## src/rtl/adc_lim_pkg.sv

```systemverilog
package adc_lim_pkg;
  localparam int DW = 16;
  localparam int NSLOT = 8;
  localparam int GRP_W = 3;
  localparam logic [DW-1:0] FIELD_MASK = 16'h7FF8;
  localparam logic [DW-1:0] HI_RST = 16'h7FF8;
  localparam logic [DW-1:0] LO_RST = 16'h0000;

  typedef enum logic [GRP_W-1:0] {
    GRP_RES = 3'd0,
    GRP_HI  = 3'd1,
    GRP_LO  = 3'd2,
    GRP_OFS = 3'd3,
    GRP_STS = 3'd4
  } grp_e;

  typedef struct packed {
    logic [DW-1:0] hi;
    logic [DW-1:0] lo;
    logic [DW-1:0] ofs;
  } slot_cfg_t;
endpackage

```

## src/rtl/adc_lim_cfg_regs.sv

```systemverilog
module adc_lim_cfg_regs
  import adc_lim_pkg::*;
#(
  parameter int NUM_SLOTS = NSLOT,
  localparam int SLOT_W = $clog2(NUM_SLOTS)
) (
  input  logic                            clk_i,
  input  logic                            rst_ni,
  input  logic                            wr_en_i,
  input  grp_e                            wr_grp_i,
  input  logic [SLOT_W-1:0]               wr_idx_i,
  input  logic [DW-1:0]                   wr_data_i,
  output slot_cfg_t [NUM_SLOTS-1:0]       cfg_o
);
  slot_cfg_t [NUM_SLOTS-1:0] cfg_q;
  logic [DW-1:0] wr_field;

  assign wr_field = wr_data_i & FIELD_MASK;

  for (genvar g = 0; g < NUM_SLOTS; g++) begin : g_slot
    logic sel;
    assign sel = wr_en_i && (wr_idx_i == SLOT_W'(g));

    always_ff @(posedge clk_i or negedge rst_ni) begin
      if (!rst_ni) begin
        cfg_q[g].hi  <= HI_RST;
        cfg_q[g].lo  <= LO_RST;
        cfg_q[g].ofs <= '0;
      end else if (sel) begin
        unique case (wr_grp_i)
          GRP_HI:  cfg_q[g].hi  <= wr_field;
          GRP_LO:  cfg_q[g].lo  <= wr_field;
          GRP_OFS: cfg_q[g].ofs <= wr_field;
          default: ;
        endcase
      end
    end
  end

  assign cfg_o = cfg_q;


  cfg_hold_chk: assert property (@(posedge clk_i) disable iff (!rst_ni)
    !wr_en_i |=> $stable(cfg_q));
endmodule

```

## src/rtl/adc_lim_datapath.sv

```systemverilog
module adc_lim_datapath
  import adc_lim_pkg::*;
(
  input  logic [DW-1:0] sample_i,
  input  slot_cfg_t     cfg_i,
  output logic [DW-1:0] raw_o,
  output logic [DW-1:0] corrected_o,
  output logic          hi_hit_o,
  output logic          lo_hit_o
);
  logic [DW-1:0] diff;

  always_comb begin
    raw_o       = sample_i & FIELD_MASK;
    diff        = raw_o - cfg_i.ofs;
    corrected_o = {diff[DW-1:3], 3'b000};
    hi_hit_o    = raw_o > cfg_i.hi;
    lo_hit_o    = raw_o < cfg_i.lo;
  end
endmodule

```

## src/rtl/adc_lim_status.sv

```systemverilog
module adc_lim_status
  import adc_lim_pkg::*;
#(
  parameter int NUM_SLOTS = NSLOT,
  localparam int SLOT_W = $clog2(NUM_SLOTS)
) (
  input  logic                 clk_i,
  input  logic                 rst_ni,
  input  logic                 valid_i,
  input  logic [SLOT_W-1:0]    slot_i,
  input  logic                 hi_hit_i,
  input  logic                 lo_hit_i,
  input  logic                 clr_hi_i,
  input  logic                 clr_lo_i,
  input  logic [NUM_SLOTS-1:0] clr_mask_i,
  output logic [NUM_SLOTS-1:0] hi_flags_o,
  output logic [NUM_SLOTS-1:0] lo_flags_o,
  output logic                 irq_o
);
  logic [NUM_SLOTS-1:0] hi_q, lo_q, slot_dec, hi_set, lo_set, hi_clr, lo_clr;

  always_comb begin
    slot_dec = '0;
    slot_dec[slot_i] = 1'b1;
    hi_set = (valid_i && hi_hit_i) ? slot_dec : '0;
    lo_set = (valid_i && lo_hit_i) ? slot_dec : '0;
    hi_clr = clr_hi_i ? clr_mask_i : '0;
    lo_clr = clr_lo_i ? clr_mask_i : '0;
  end

  // set takes priority over a same-cycle clear
  always_ff @(posedge clk_i or negedge rst_ni) begin
    if (!rst_ni) begin
      hi_q <= '0;
      lo_q <= '0;
    end else begin
      hi_q <= (hi_q & ~hi_clr) | hi_set;
      lo_q <= (lo_q & ~lo_clr) | lo_set;
    end
  end

  assign hi_flags_o = hi_q;
  assign lo_flags_o = lo_q;
  assign irq_o      = |{hi_q, lo_q};


  hi_sticky_chk: assert property (@(posedge clk_i) disable iff (!rst_ni)
    !clr_hi_i |=> ((hi_q & $past(hi_q)) == $past(hi_q)));


  lo_sticky_chk: assert property (@(posedge clk_i) disable iff (!rst_ni)
    !clr_lo_i |=> ((lo_q & $past(lo_q)) == $past(lo_q)));


  hi_set_chk: assert property (@(posedge clk_i) disable iff (!rst_ni)
    (valid_i && hi_hit_i) |=> hi_q[$past(slot_i)]);


  lo_set_chk: assert property (@(posedge clk_i) disable iff (!rst_ni)
    (valid_i && lo_hit_i) |=> lo_q[$past(slot_i)]);
endmodule

```

## src/rtl/adc_limit_offset_unit.sv

```systemverilog
module adc_limit_offset_unit
  import adc_lim_pkg::*;
#(
  parameter int NUM_SLOTS = NSLOT,
  localparam int SLOT_W = $clog2(NUM_SLOTS),
  localparam int ADDR_W = GRP_W + SLOT_W
) (
  input  logic              clk_i,
  input  logic              rst_ni,
  input  logic              sample_valid_i,
  input  logic [SLOT_W-1:0] sample_slot_i,
  input  logic [DW-1:0]     sample_data_i,
  input  logic              reg_we_i,
  input  logic [ADDR_W-1:0] reg_addr_i,
  input  logic [DW-1:0]     reg_wdata_i,
  output logic [DW-1:0]     reg_rdata_o,
  output logic              limit_irq_o
);
  grp_e                      addr_grp;
  logic [SLOT_W-1:0]         addr_idx;
  slot_cfg_t [NUM_SLOTS-1:0] cfg;
  slot_cfg_t                 cfg_sel;
  logic [NUM_SLOTS-1:0][DW-1:0] result_q;
  logic [DW-1:0]             raw, corrected;
  logic                      hi_hit, lo_hit;
  logic [NUM_SLOTS-1:0]      hi_flags, lo_flags;
  logic                      clr_hi, clr_lo, sts_wr;

  assign addr_grp = grp_e'(reg_addr_i[ADDR_W-1 -: GRP_W]);
  assign addr_idx = reg_addr_i[SLOT_W-1:0];
  assign sts_wr   = reg_we_i && (addr_grp == GRP_STS);
  assign clr_hi   = sts_wr && (addr_idx == SLOT_W'(0));
  assign clr_lo   = sts_wr && (addr_idx == SLOT_W'(1));

  adc_lim_cfg_regs #(.NUM_SLOTS(NUM_SLOTS)) u_cfg (
    .clk_i     (clk_i),
    .rst_ni    (rst_ni),
    .wr_en_i   (reg_we_i),
    .wr_grp_i  (addr_grp),
    .wr_idx_i  (addr_idx),
    .wr_data_i (reg_wdata_i),
    .cfg_o     (cfg)
  );

  assign cfg_sel = cfg[sample_slot_i];

  adc_lim_datapath u_dp (
    .sample_i    (sample_data_i),
    .cfg_i       (cfg_sel),
    .raw_o       (raw),
    .corrected_o (corrected),
    .hi_hit_o    (hi_hit),
    .lo_hit_o    (lo_hit)
  );

  adc_lim_status #(.NUM_SLOTS(NUM_SLOTS)) u_sts (
    .clk_i      (clk_i),
    .rst_ni     (rst_ni),
    .valid_i    (sample_valid_i),
    .slot_i     (sample_slot_i),
    .hi_hit_i   (hi_hit),
    .lo_hit_i   (lo_hit),
    .clr_hi_i   (clr_hi),
    .clr_lo_i   (clr_lo),
    .clr_mask_i (reg_wdata_i[NUM_SLOTS-1:0]),
    .hi_flags_o (hi_flags),
    .lo_flags_o (lo_flags),
    .irq_o      (limit_irq_o)
  );

  for (genvar g = 0; g < NUM_SLOTS; g++) begin : g_res
    always_ff @(posedge clk_i or negedge rst_ni) begin
      if (!rst_ni) result_q[g] <= '0;
      else if (sample_valid_i && (sample_slot_i == SLOT_W'(g))) result_q[g] <= corrected;
    end
  end

  always_comb begin
    reg_rdata_o = '0;
    unique case (addr_grp)
      GRP_RES: reg_rdata_o = result_q[addr_idx];
      GRP_HI:  reg_rdata_o = cfg[addr_idx].hi;
      GRP_LO:  reg_rdata_o = cfg[addr_idx].lo;
      GRP_OFS: reg_rdata_o = cfg[addr_idx].ofs;
      GRP_STS: begin
        if (addr_idx == SLOT_W'(0)) reg_rdata_o = DW'(hi_flags);
        else if (addr_idx == SLOT_W'(1)) reg_rdata_o = DW'(lo_flags);
      end
      default: reg_rdata_o = '0;
    endcase
  end


  result_hold_chk: assert property (@(posedge clk_i) disable iff (!rst_ni)
    !sample_valid_i |=> $stable(result_q));


  disabled_slot_chk: assert property (@(posedge clk_i) disable iff (!rst_ni)
    (sample_valid_i && cfg_sel.hi == HI_RST && cfg_sel.lo == LO_RST)
    |=> (({hi_flags, lo_flags} | $past({hi_flags, lo_flags})) == $past({hi_flags, lo_flags})));


  raw_field_chk: assert property (@(posedge clk_i) disable iff (!rst_ni)
    sample_valid_i |-> ((raw & ~FIELD_MASK) == '0));
endmodule

```

## config.mk

```make
export PLATFORM = sky130hd
export DESIGN_NAME = adc_limit_offset_unit
export DESIGN_NICKNAME = d
export VERILOG_FILES = /design/src/rtl/adc_lim_pkg.sv /design/src/rtl/adc_lim_cfg_regs.sv /design/src/rtl/adc_lim_datapath.sv /design/src/rtl/adc_lim_status.sv /design/src/rtl/adc_limit_offset_unit.sv
export SDC_FILE = /design/constraint.sdc
export NUM_CORES = 1
export LEC_CHECK = 0
export CAP_MARGIN = 40
export CORE_ASPECT_RATIO = 0.6
export CORE_MARGIN = 2
export CORE_UTILIZATION = 40
export DETAILED_ROUTE_END_ITERATION = 8
export GPL_TIMING_DRIVEN = 0
export PLACE_DENSITY = 0.61
export REMOVE_ABC_BUFFERS = 1
export SYNTH_ARGS = -nofsm -noshare
export SYNTH_HDL_FRONTEND = slang
export SYNTH_SLANG_ARGS = --single-unit
```

## constraint.sdc

```tcl
create_clock -name clk_i -period 6.7 [get_ports clk_i]
set_input_delay 1.34 -clock clk_i [delete_from_list [all_inputs] [get_ports clk_i]]
set_output_delay 1.34 -clock clk_i [all_outputs]
set_load 0.02 [all_outputs]
```

-- After elaboration in Yosys (flattened, before gate mapping)
Cells that the tools add are included.
- register bits after elaboration: 408
- bits of input ports: 45
- output and inout bits: 17
- word-level logic and storage cells: 129
- $add $sub $neg: 1
- $lt $le $gt $ge: 5
- equality and inequality tests: 18
- muxes and demuxes: 15
- bitwise operators: 6
- reductions and logical operators: 50
- operator list (cell ; number):
    binary-select mux 48 bit (select 3 bit) ; 2
    two-way mux 48 bit ; 2
    one-hot mux 16 bit (5 select lines) ; 1
    binary-select mux 16 bit (select 3 bit) ; 1
    two-way mux 8 bit ; 6
    AND reduction 2 bit ; 24
    equality test 3 bit (second input constant) ; 9
    logical AND 1 bit ; 22
    equality test 3 x 2 -> 1 bit (second input constant) ; 6
    bitwise AND 8 bit ; 2
    > comparator 15 x 16 -> 1 bit ; 1
    less-than comparator 15 x 16 -> 1 bit ; 1
    two-way mux 16 bit ; 1
    inverter 8 bit ; 2
    OR 8 bit ; 2
    OR reduction 16 bit ; 1
    subtractor 15 x 16 -> 16 bit ; 1
    equality test 3 x 1 -> 1 bit (second input constant) ; 3
    logical NOT 3 bit ; 3
    less-than comparator 3 x 4 -> 1 bit (second input constant) ; 2
    demux 1 bit (select 3 bit) ; 1
    >= comparator 3 x 1 -> 1 bit (second input constant) ; 1
    two-way mux 1 bit ; 1

-- Longest topological paths before layout
Gate-level depths: netlist of run 1.
- word-level depth: 7
- gate-level depth with buffers: 12
- gate-level depth less buffers: 9

-- Modules after synthesis
A second synthesis of run 1 with hierarchy kept.
- cells, all modules: 1805
- area, all modules: 26228.9 um^2
- modules (own cells, without submodules) (module ; instances ; cells each ; area an instance (um^2) ; seq. area each (um^2)):
    adc_limit_offset_unit ; 1 ; 785 ; 12268.0 ; 3203.1
    adc_lim_cfg_regs ; 1 ; 759 ; 11840.1 ; 7327.0
    adc_lim_datapath ; 1 ; 198 ; 1431.4 ; 0.0
    adc_lim_status ; 1 ; 63 ; 689.4 ; 400.4

-- Worst setup path after synthesis of run 1
No wires, ideal clock.
- kind: input-to-reg
- start point: input sample_slot_i[2]
- end point: register result_q[111] (netlist name)
- setup time: 0.142 ns
- arrival time: 4.133 ns
- required time: 6.558 ns
- setup slack: 2.425 ns
- stages: 11
- buffers on the path: 3
- cells stage by stage: buf_2 > clkbuf_1 > buf_1 > mux2_2 > ha_1 > fa_1 > nor2b_1 > o31a_1 > o31ai_1 > a32oi_1 > a21oi_1
- word-level cells in the longest chain between the ends: 3
- elaborated cells between the ends (all ways): 5
- those cells by class: add/sub: 1; eq/ne: 1; mux: 2; reduce/logical: 1
- RTL lines (item ; RTL line ; text):
    start: declaration ; adc_limit_offset_unit.sv:11 ; input logic [SLOT_W-1:0] sample_slot_i,
    binary-select mux 48 bit (select 3 bit) ; adc_limit_offset_unit.sv:45 ; assign cfg_sel = cfg[sample_slot_i];
    two-way mux 48 bit (implied by the code) ; adc_limit_offset_unit.sv:45 ;
    subtractor 15 x 16 -> 16 bit ; adc_lim_datapath.sv:15 ; diff = raw_o - cfg_i.ofs;
    end signal: indexed assignment ; adc_limit_offset_unit.sv:74 ; else if (sample_valid_i && (sample_slot_i == SLOT_W'(g))) result_q[g] <= corrected;
    end: declaration ; adc_limit_offset_unit.sv:23 ; logic [NUM_SLOTS-1:0][DW-1:0] result_q;
Several ways; a longest one is shown, not always the timed one. The select of a mux whose other input is x is not followed.
A chain may end at the register's enable or synchronous reset.

-- Worst setup path in the final report of run 1
- start point: input reg_addr_i[5]
- end point: output reg_rdata_o[7]
- word-level cells in the longest chain between the ends: 2
- elaborated cells between the ends (all ways): 6
- those cells by class: eq/ne: 4; mux: 1; reduce/logical: 1
- RTL lines (item ; RTL line ; text):
    start: declaration ; adc_limit_offset_unit.sv:14 ; input logic [ADDR_W-1:0] reg_addr_i,
    equality test 3 bit, or another cell as far along ; adc_limit_offset_unit.sv:80 ; unique case (addr_grp)
    one-hot mux 16 bit (5 select lines) (*) ; adc_limit_offset_unit.sv:80 ;
    end: declaration ; adc_limit_offset_unit.sv:16 ; output logic [DW-1:0] reg_rdata_o,
Every way passes the cells marked *; elsewhere a longest branch is shown, timed or not.

==> results of run 1 <==
## logic make-up (layout without fill, tap and decap cells)
| kind of cell | Yosys count | after routing | share of synthesized area (%) |
|---|---|---|---|
| compound gates | 236 | 236 | 7.03 |
| xor+xnor | 4 | 4 | 0.158 |
| fa+ha+maj | 36 | 36 | 2.07 |
| buf+inv | 139 | 182 | 3.06 |
| flops | 408 | 408 | 46.6 |
| mux | 530 | 530 | 34.9 |
| other cells | 0 | 1 | 0 |
| simple gates | 292 | 292 | 6.17 |
## power by group through the flow
stage,combinational [mW],clock (mW),sequential [mW]
2_1_floorplan,1.03,0,3.19
3_3_place_gp,1.51,0,3.27
3_5_place_dp,1.53,0,3.29
4_1_cts,1.54,2.40,3.25
5_1_grt,1.68,2.50,3.32
6_report,1.54,2.35,3.26
## routing by layer
layer	up-vias	global-route usage [%]	routed length [um]
met1	7669	33.6	30000
met5	-	0	0
met2	514	32.0	26400
met3	78	6.62	5760
met4	0	4.43	1100
li1	6306	-	-
## worst max-delay path by stage
stage                        startpoint                to  depth (start not counted)
after CTS                 reg_addr_i[3]    reg_rdata_o[7]                          7
after global placement           rst_ni  u_cfg.cfg_o[123]                          1
final                     reg_addr_i[5]    reg_rdata_o[7]                          7
after detailed placement  reg_addr_i[3]    reg_rdata_o[7]                          7
after global routing      reg_addr_i[3]    reg_rdata_o[7]                          7
after floorplan           reg_addr_i[4]    reg_rdata_o[3]                          5
## layout by cell type, fill, tap and decap left out, types with 14 or more instances in the layout
cell / instances
dfstp_2: 96
mux2i_1: 73
mux4_2: 164
o31ai_1: 27
nand4_1: 14
clkdlybuf4s50_1: 49
a21oi_1: 43
mux2_2: 283
buf_8: 32
clkbuf_16: 41
nand2_1: 128
nor2_1: 62
nand3_1: 19
o21ai_0: 68
dfrtp_1: 312
ha_1: 35
## through the flow
step | power (mW) | instances | setup WS [ns]
global placement | 4.77 | 2281 | -13.66
detailed placement | 4.83 | 2331 | 0.678
CTS | 7.19 | 2402 | 0.670
global route | 7.50 | 2403 | 0.428
finish | 7.14 | 2403 | 0.498
floorplan | 4.22 | 1511 | 2.73
## cell type report
| cell class | count | area (sq um) | area share, % |
|---|---|---|---|
| diodes | 1 | 2.50 | 0.00995 |
| clock buffers | 56 | 1150 | 4.58 |
| clock inverters | 15 | 181 | 0.721 |
| inverters | 5 | 18.8 | 0.0746 |
| multi-input cells | 1098 | 11200 | 44.4 |
| flip-flops and latches | 408 | 10300 | 41.1 |
| well taps | 714 | 893 | 3.55 |
| repair buffers | 106 | 1400 | 5.56 |
## registers in the layout, summed over array words and instances, names as in the netlist
name / cells
result_q: 104
u_cfg.cfg_o: 288
u_sts.hi_flags_o: 8
u_sts.lo_flags_o: 8
## worst register-to-register path, cell delays in order (launching register included)
cell,delay [ns]
dfrtp_1,0.39
mux4_2,0.49
mux2_2,0.29
ha_1,0.21
fa_1,0.43
nor2b_1,0.19
o31a_1,0.38
o31ai_1,0.16
a32oi_1,0.78
a21oi_1,0.17
==> impl_results.md, run 1 <==
* Status: completed
* Number of global-route vias before repair at 14800
* Psw at 2.04 mW
* Worst min-delay path category: register to register
* Sequential share of the synthesized area at 46.6%
* Most frequent cell after synthesis: dfrtp_1
* CP peak stage delay at 0.72 ns
* Yosys top cell by area: dfrtp_1
* Drt total wl at 63200 um
* Synth cell count leaders: dfrtp_1, mux2_2, mux4_2, nand2_1, dfstp_2
* Hold_sp: result_q[41]
* PwrDens at 284 nW/um^2
* ANT nets after route at 0
* Clk buf depth at 3
* Final Cycle Share at 92.6%
* TritonCTS clock tree: done
* # nets final at 1740
* Post-CTS Setup Bufs at 0
* Port bufs at 56
* Int Power at 5.11 mW
* Synth cell types at 73
* Switching Share at 28.5%
* Hold Path Stages at 2
* Hold buffers post-CTS at 0
* GPL Wtd Cong at 0.810
* Area growth syn-to-layout at 13.5%
* Max-cap viol count at 0
* Die span in y at 186 um
* Combinational Power Share at 21.5%
* Largest net degree at the start of global routing at 119
* Worst slew margin at 38.2%
* Post-placement cell area at 23800 sq um
* Crit path top cell by count: clkdlybuf4s50_1
* Cell count after synthesis at 1645
* 1st-pass router iterations at 5
* Avg WL per Cell at 26.3 um
* Critical path class: input pin to output pin
* Worst vdd ir at 180 uV
* Die area at 57300 sq um
* Reg2Reg Depth at 9
* R2r startpoint: u_cfg.cfg_o[339]
* Final Util at 46.2%
* Layout cells sized above 1 at 40.9%
* Grt total ovfl at 0
* Final Hold Fails at 0
* DRT iter0 DRCs at 1439
* Slew @ Worst Pin at 0.925 ns
* Design area at 25100 sq um
* Ys async rst share at 100%
* Total number of H-tree levels at 2
* Fin Setup TNS at 0 ns
* Hold_ws at 0.475 ns
* Reg-to-reg setup timing slack at 3.07 ns
* Filler instances at 4716
* DRC at 0
* F_max at 161 MHz
* Synth area leaders: dfrtp_1, mux4_2, mux2_2
* Critical path fanouts, max at 12
* CP startpoint kind: input pin
* Worst hold path endpoint: result_q[41]
* Io pins at 62
* Starting Density at 40.7%
* CP cell instances: clkdlybuf4s50_1 > nor2_1 > nand2_1 > a311oi_1 > a21oi_1 > o211ai_1 > clkdlybuf4s50_1
* Num CTS Buffers at 40
* Skew final at 0.0163 ns
* Worst EP arrival at 4.86 ns
* Lkg Pwr at 10.6 nW
* HPWL after DPL at 43300 um
* Critical Path End Type: output pin
* Yosys top cell area share at 35.3%
* Initial antenna violation count at 1
* Post-synthesis register bit count at 408
* Top_reg_cell synth: dfrtp_1
* Vias per inst at 6.06
* Root Buffer: clkbuf_16
* First-pass GRT wire length at 95700 um
* Die Wd at 308 um
* RSZ-0062 raised after global routing: false
* Worst-path clk slew at 0.06 ns
* Mean Syn Cell Area at 13.5 sq um
* GRT Total Usage at 22.4%
* Number of cell rows at 66
* Post-layout minimum cycle time at 6.20 ns
* Seq pwr share at 45.6%
* CP max stage cell: clkdlybuf4s50_1
* Area of the core at 54400 sq um
* Via count at 14600
* Clock share of power at 32.9%
* # clock sinks at 408
* Reg2Reg Capture Point: result_q[15]
* Top delay family on crit path: buffers and inverters
* Final setup vio count at 0
* Worst-Skew Late Latency at 0.55 ns
* CP Buf/Inv Count at 2
* Post-synth EDFFs at 0
* Final Slew Violations at 0
* Synthesis Warnings at 0
* Synth Cell Area at 22100 sq um
* Post-cts gate resize count at 0
* Critical path required time at 5.36 ns
No activity file was read; power rests on OpenSTA's default activity.
==> inputs of run 2 (changes only) <==
--- a/config.mk
+++ b/config.mk
@@ -11,7 +11,7 @@
 export CORE_UTILIZATION = 40
 export DETAILED_ROUTE_END_ITERATION = 8
 export GPL_TIMING_DRIVEN = 0
-export PLACE_DENSITY = 0.61
+export PLACE_DENSITY = 0.55
 export REMOVE_ABC_BUFFERS = 1
 export SYNTH_ARGS = -nofsm -noshare
 export SYNTH_HDL_FRONTEND = slang
==> impl_results.md, run 2 (synthesis gave the netlist of run 1 again) <==
* Status: completed
* Die area at 57300 sq um (unchanged)
* Slew @ Worst Pin at 0.918 ns (-0.00699 ns)
* Hold buffers post-CTS at 0 (unchanged)
* Final Cycle Share at 96.5% (+3.9 points)
* HPWL after DPL at 42900 um (-0.98%)
* Area of the core at 54400 sq um (unchanged)
* Leading cell type in the layout, fill and taps excluded: dfrtp_1
* # nets final at 1740 (unchanged)
* Area of the multi-input gates at 11200 sq um (about the same)
* DRT iter0 DRCs at 1158 (-20%)
* Critical path class: input pin to output pin
* Largest net degree at the start of global routing at 120 (+0.84%)
* Port bufs at 56 (unchanged)
* Worst-Skew Late Latency at 0.56 ns (about the same)
* Hold_sp: result_q[26]
* Post-layout minimum cycle time at 6.46 ns (+0.261 ns)
* Die span in y at 186 um (unchanged)
* Critical Path End Type: output pin
* Avg WL per Cell at 26.3 um (+0.11%)
* Post-cts gate resize count at 0 (unchanged)
* Top sig layer: met4
* Max-cap viol count at 0 (unchanged)
* Area growth syn-to-layout at 13.4%
* Worst slew margin at 38.5% (+0.28 points)
* Num CTS Buffers at 41 (+2.5%)
* Root Buffer: clkbuf_16
* Worst-path clk slew at 0.06 ns (about the same)
* Starting Density at 40.7% (unchanged)
* GPL Wtd Cong at 0.826 (+2.0%)
* Total number of H-tree levels at 2 (unchanged)
* Critical path required time at 5.36 ns (about the same)
* Reg2Reg Depth at 9 (unchanged)
* Skew final at 0.0248 ns (+0.00846 ns)
* Clk buf depth at 3 (unchanged)
* Number of global-route vias before repair at 14700 (-0.30%)
* Most frequent cells in the layout: dfrtp_1, mux2_2, mux4_2
* Drt total wl at 63300 um (+0.15%)
* Grt total ovfl at 0 (unchanged)
* Lkg Pwr at 10.6 nW (-0.14%)
* Worst min-delay path category: register to register
* Final Hold Fails at 0 (unchanged)
* Fin Setup TNS at 0 ns (unchanged)
* ANT nets after route at 0 (unchanged)
* RSZ-0062 raised after global routing: false
* Number of cell rows at 66 (unchanged)
* Final setup vio count at 0 (unchanged)
* Max reg flops at 288 (unchanged)
* Met2 WL at 27000 um (+2.3%)
* Final Worst Setup Slack at 0.237 ns (-0.261 ns)
* Io pins at 62 (unchanged)
* Met1 Wirelength at 31400 um (+4.7%)
* Setup WS pre-CTS at 0.440 ns (-0.238 ns)
* Post-CTS Setup Bufs at 0 (unchanged)
* Critical path fanouts, max at 14 (+2)
* Worst EP arrival at 5.12 ns (+0.26 ns)
* Register area at 10300 sq um (unchanged)
* F_max at 155 MHz (-4.0%)
* Filler instances at 4808 (+2.0%)
* # clock sinks at 408 (unchanged)
* Crit path launch: reg_addr_i[3]
* 1st-pass router iterations at 5 (unchanged)
* DRC at 0 (unchanged)
* Met3 wire len at 3930 um (-32%)
* GRT Total Usage at 22.6% (+0.24 points)
* Via count at 14500 (-0.21%)
* Layout cells sized above 1 at 40.7% (-0.17 points)
* First-pass GRT wire length at 96900 um (+1.2%)
* Final Slew Violations at 0 (unchanged)
* Hold Path Stages at 2 (unchanged)
* TritonCTS clock tree: done
* Vias per inst at 6.05 (-0.25%)
* Die Wd at 308 um (unchanged)
* CP startpoint kind: input pin
* R2r startpoint: u_cfg.cfg_o[291]
* PwrDens at 283 nW/um^2 (-0.52%)
* Worst vdd ir at 165 uV (-8.4%)
* Initial antenna violation count at 0 (-1)
* Antenna cell count at 0 (-1)
-- run 2: cell types whose count changed in the layout (fill, tap and decap cells not counted), sizes merged --
cell      before  now
diode          1    0
buf           57   56
clkbuf        56   64
bufinv         4    0
clkinv         9    7
clkinvlp       1    2
-- run 2: metrics by stage --
| step | hold slack (ns) | std cells | cell area [sq um] | util [%] | power, mW |
|---|---|---|---|---|---|
| final | 0.475 | 2404 | 25100 | 46.1 | 7.10 |
| after CTS | 0.479 | 2404 | 25100 | 46.1 | 7.15 |
| after global placement | 0.455 | 2281 | 22900 | 42.2 | 4.78 |
| after global routing | 0.498 | 2404 | 25100 | 46.1 | 7.46 |
| after floorplan | 0.443 | 1511 | 21500 | - | 4.22 |
| after detailed placement | 0.466 | 2330 | 23800 | 43.7 | 4.82 |
-- run 2: layer usage --
layer,GRT usage (%),vias up
li1,-,6295
met1,35.0,7779
met2,33.0,394
met3,4.54,68
met4,4.10,0
met5,0,-
-- run 2: worst max-delay path, stage by stage --
cell and delay, ns:
clkdlybuf4s50_1 0.72, nor2_1 0.64, nand2_1 0.57, a311oi_1 0.63, a21oi_1 0.14, o211ai_1 0.37, clkdlybuf4s50_1 0.68
-- run 2: power by group --
group	leakage, nW	internal (mW)	switching (mW)	total (mW)
clock network	0.653	1.30	1.02	2.32
logic	4.92	0.778	0.743	1.52
registers	4.99	2.97	0.284	3.26
-- run 2: path summary, 6_finish.rpt --
check	end	slack (ns)
max	reg_rdata_o[7]	0.24
min	result_q[26]	0.47
max reg2reg	result_q[79]	3.09
min reg2reg	result_q[26]	0.47
max in group asynchronous	u_cfg.cfg_o[280]	4.40
min in group asynchronous	result_q[3]	0.78
-- run 2: area by class of cell --
cell class	count	share of cell area, %
inverters	5	0.0747
clock inverters	10	0.234
repair buffers	105	5.49
flip-flops and latches	408	41.1
clock buffers	64	5.04
multi-input cells	1098	44.5
well taps	714	3.56
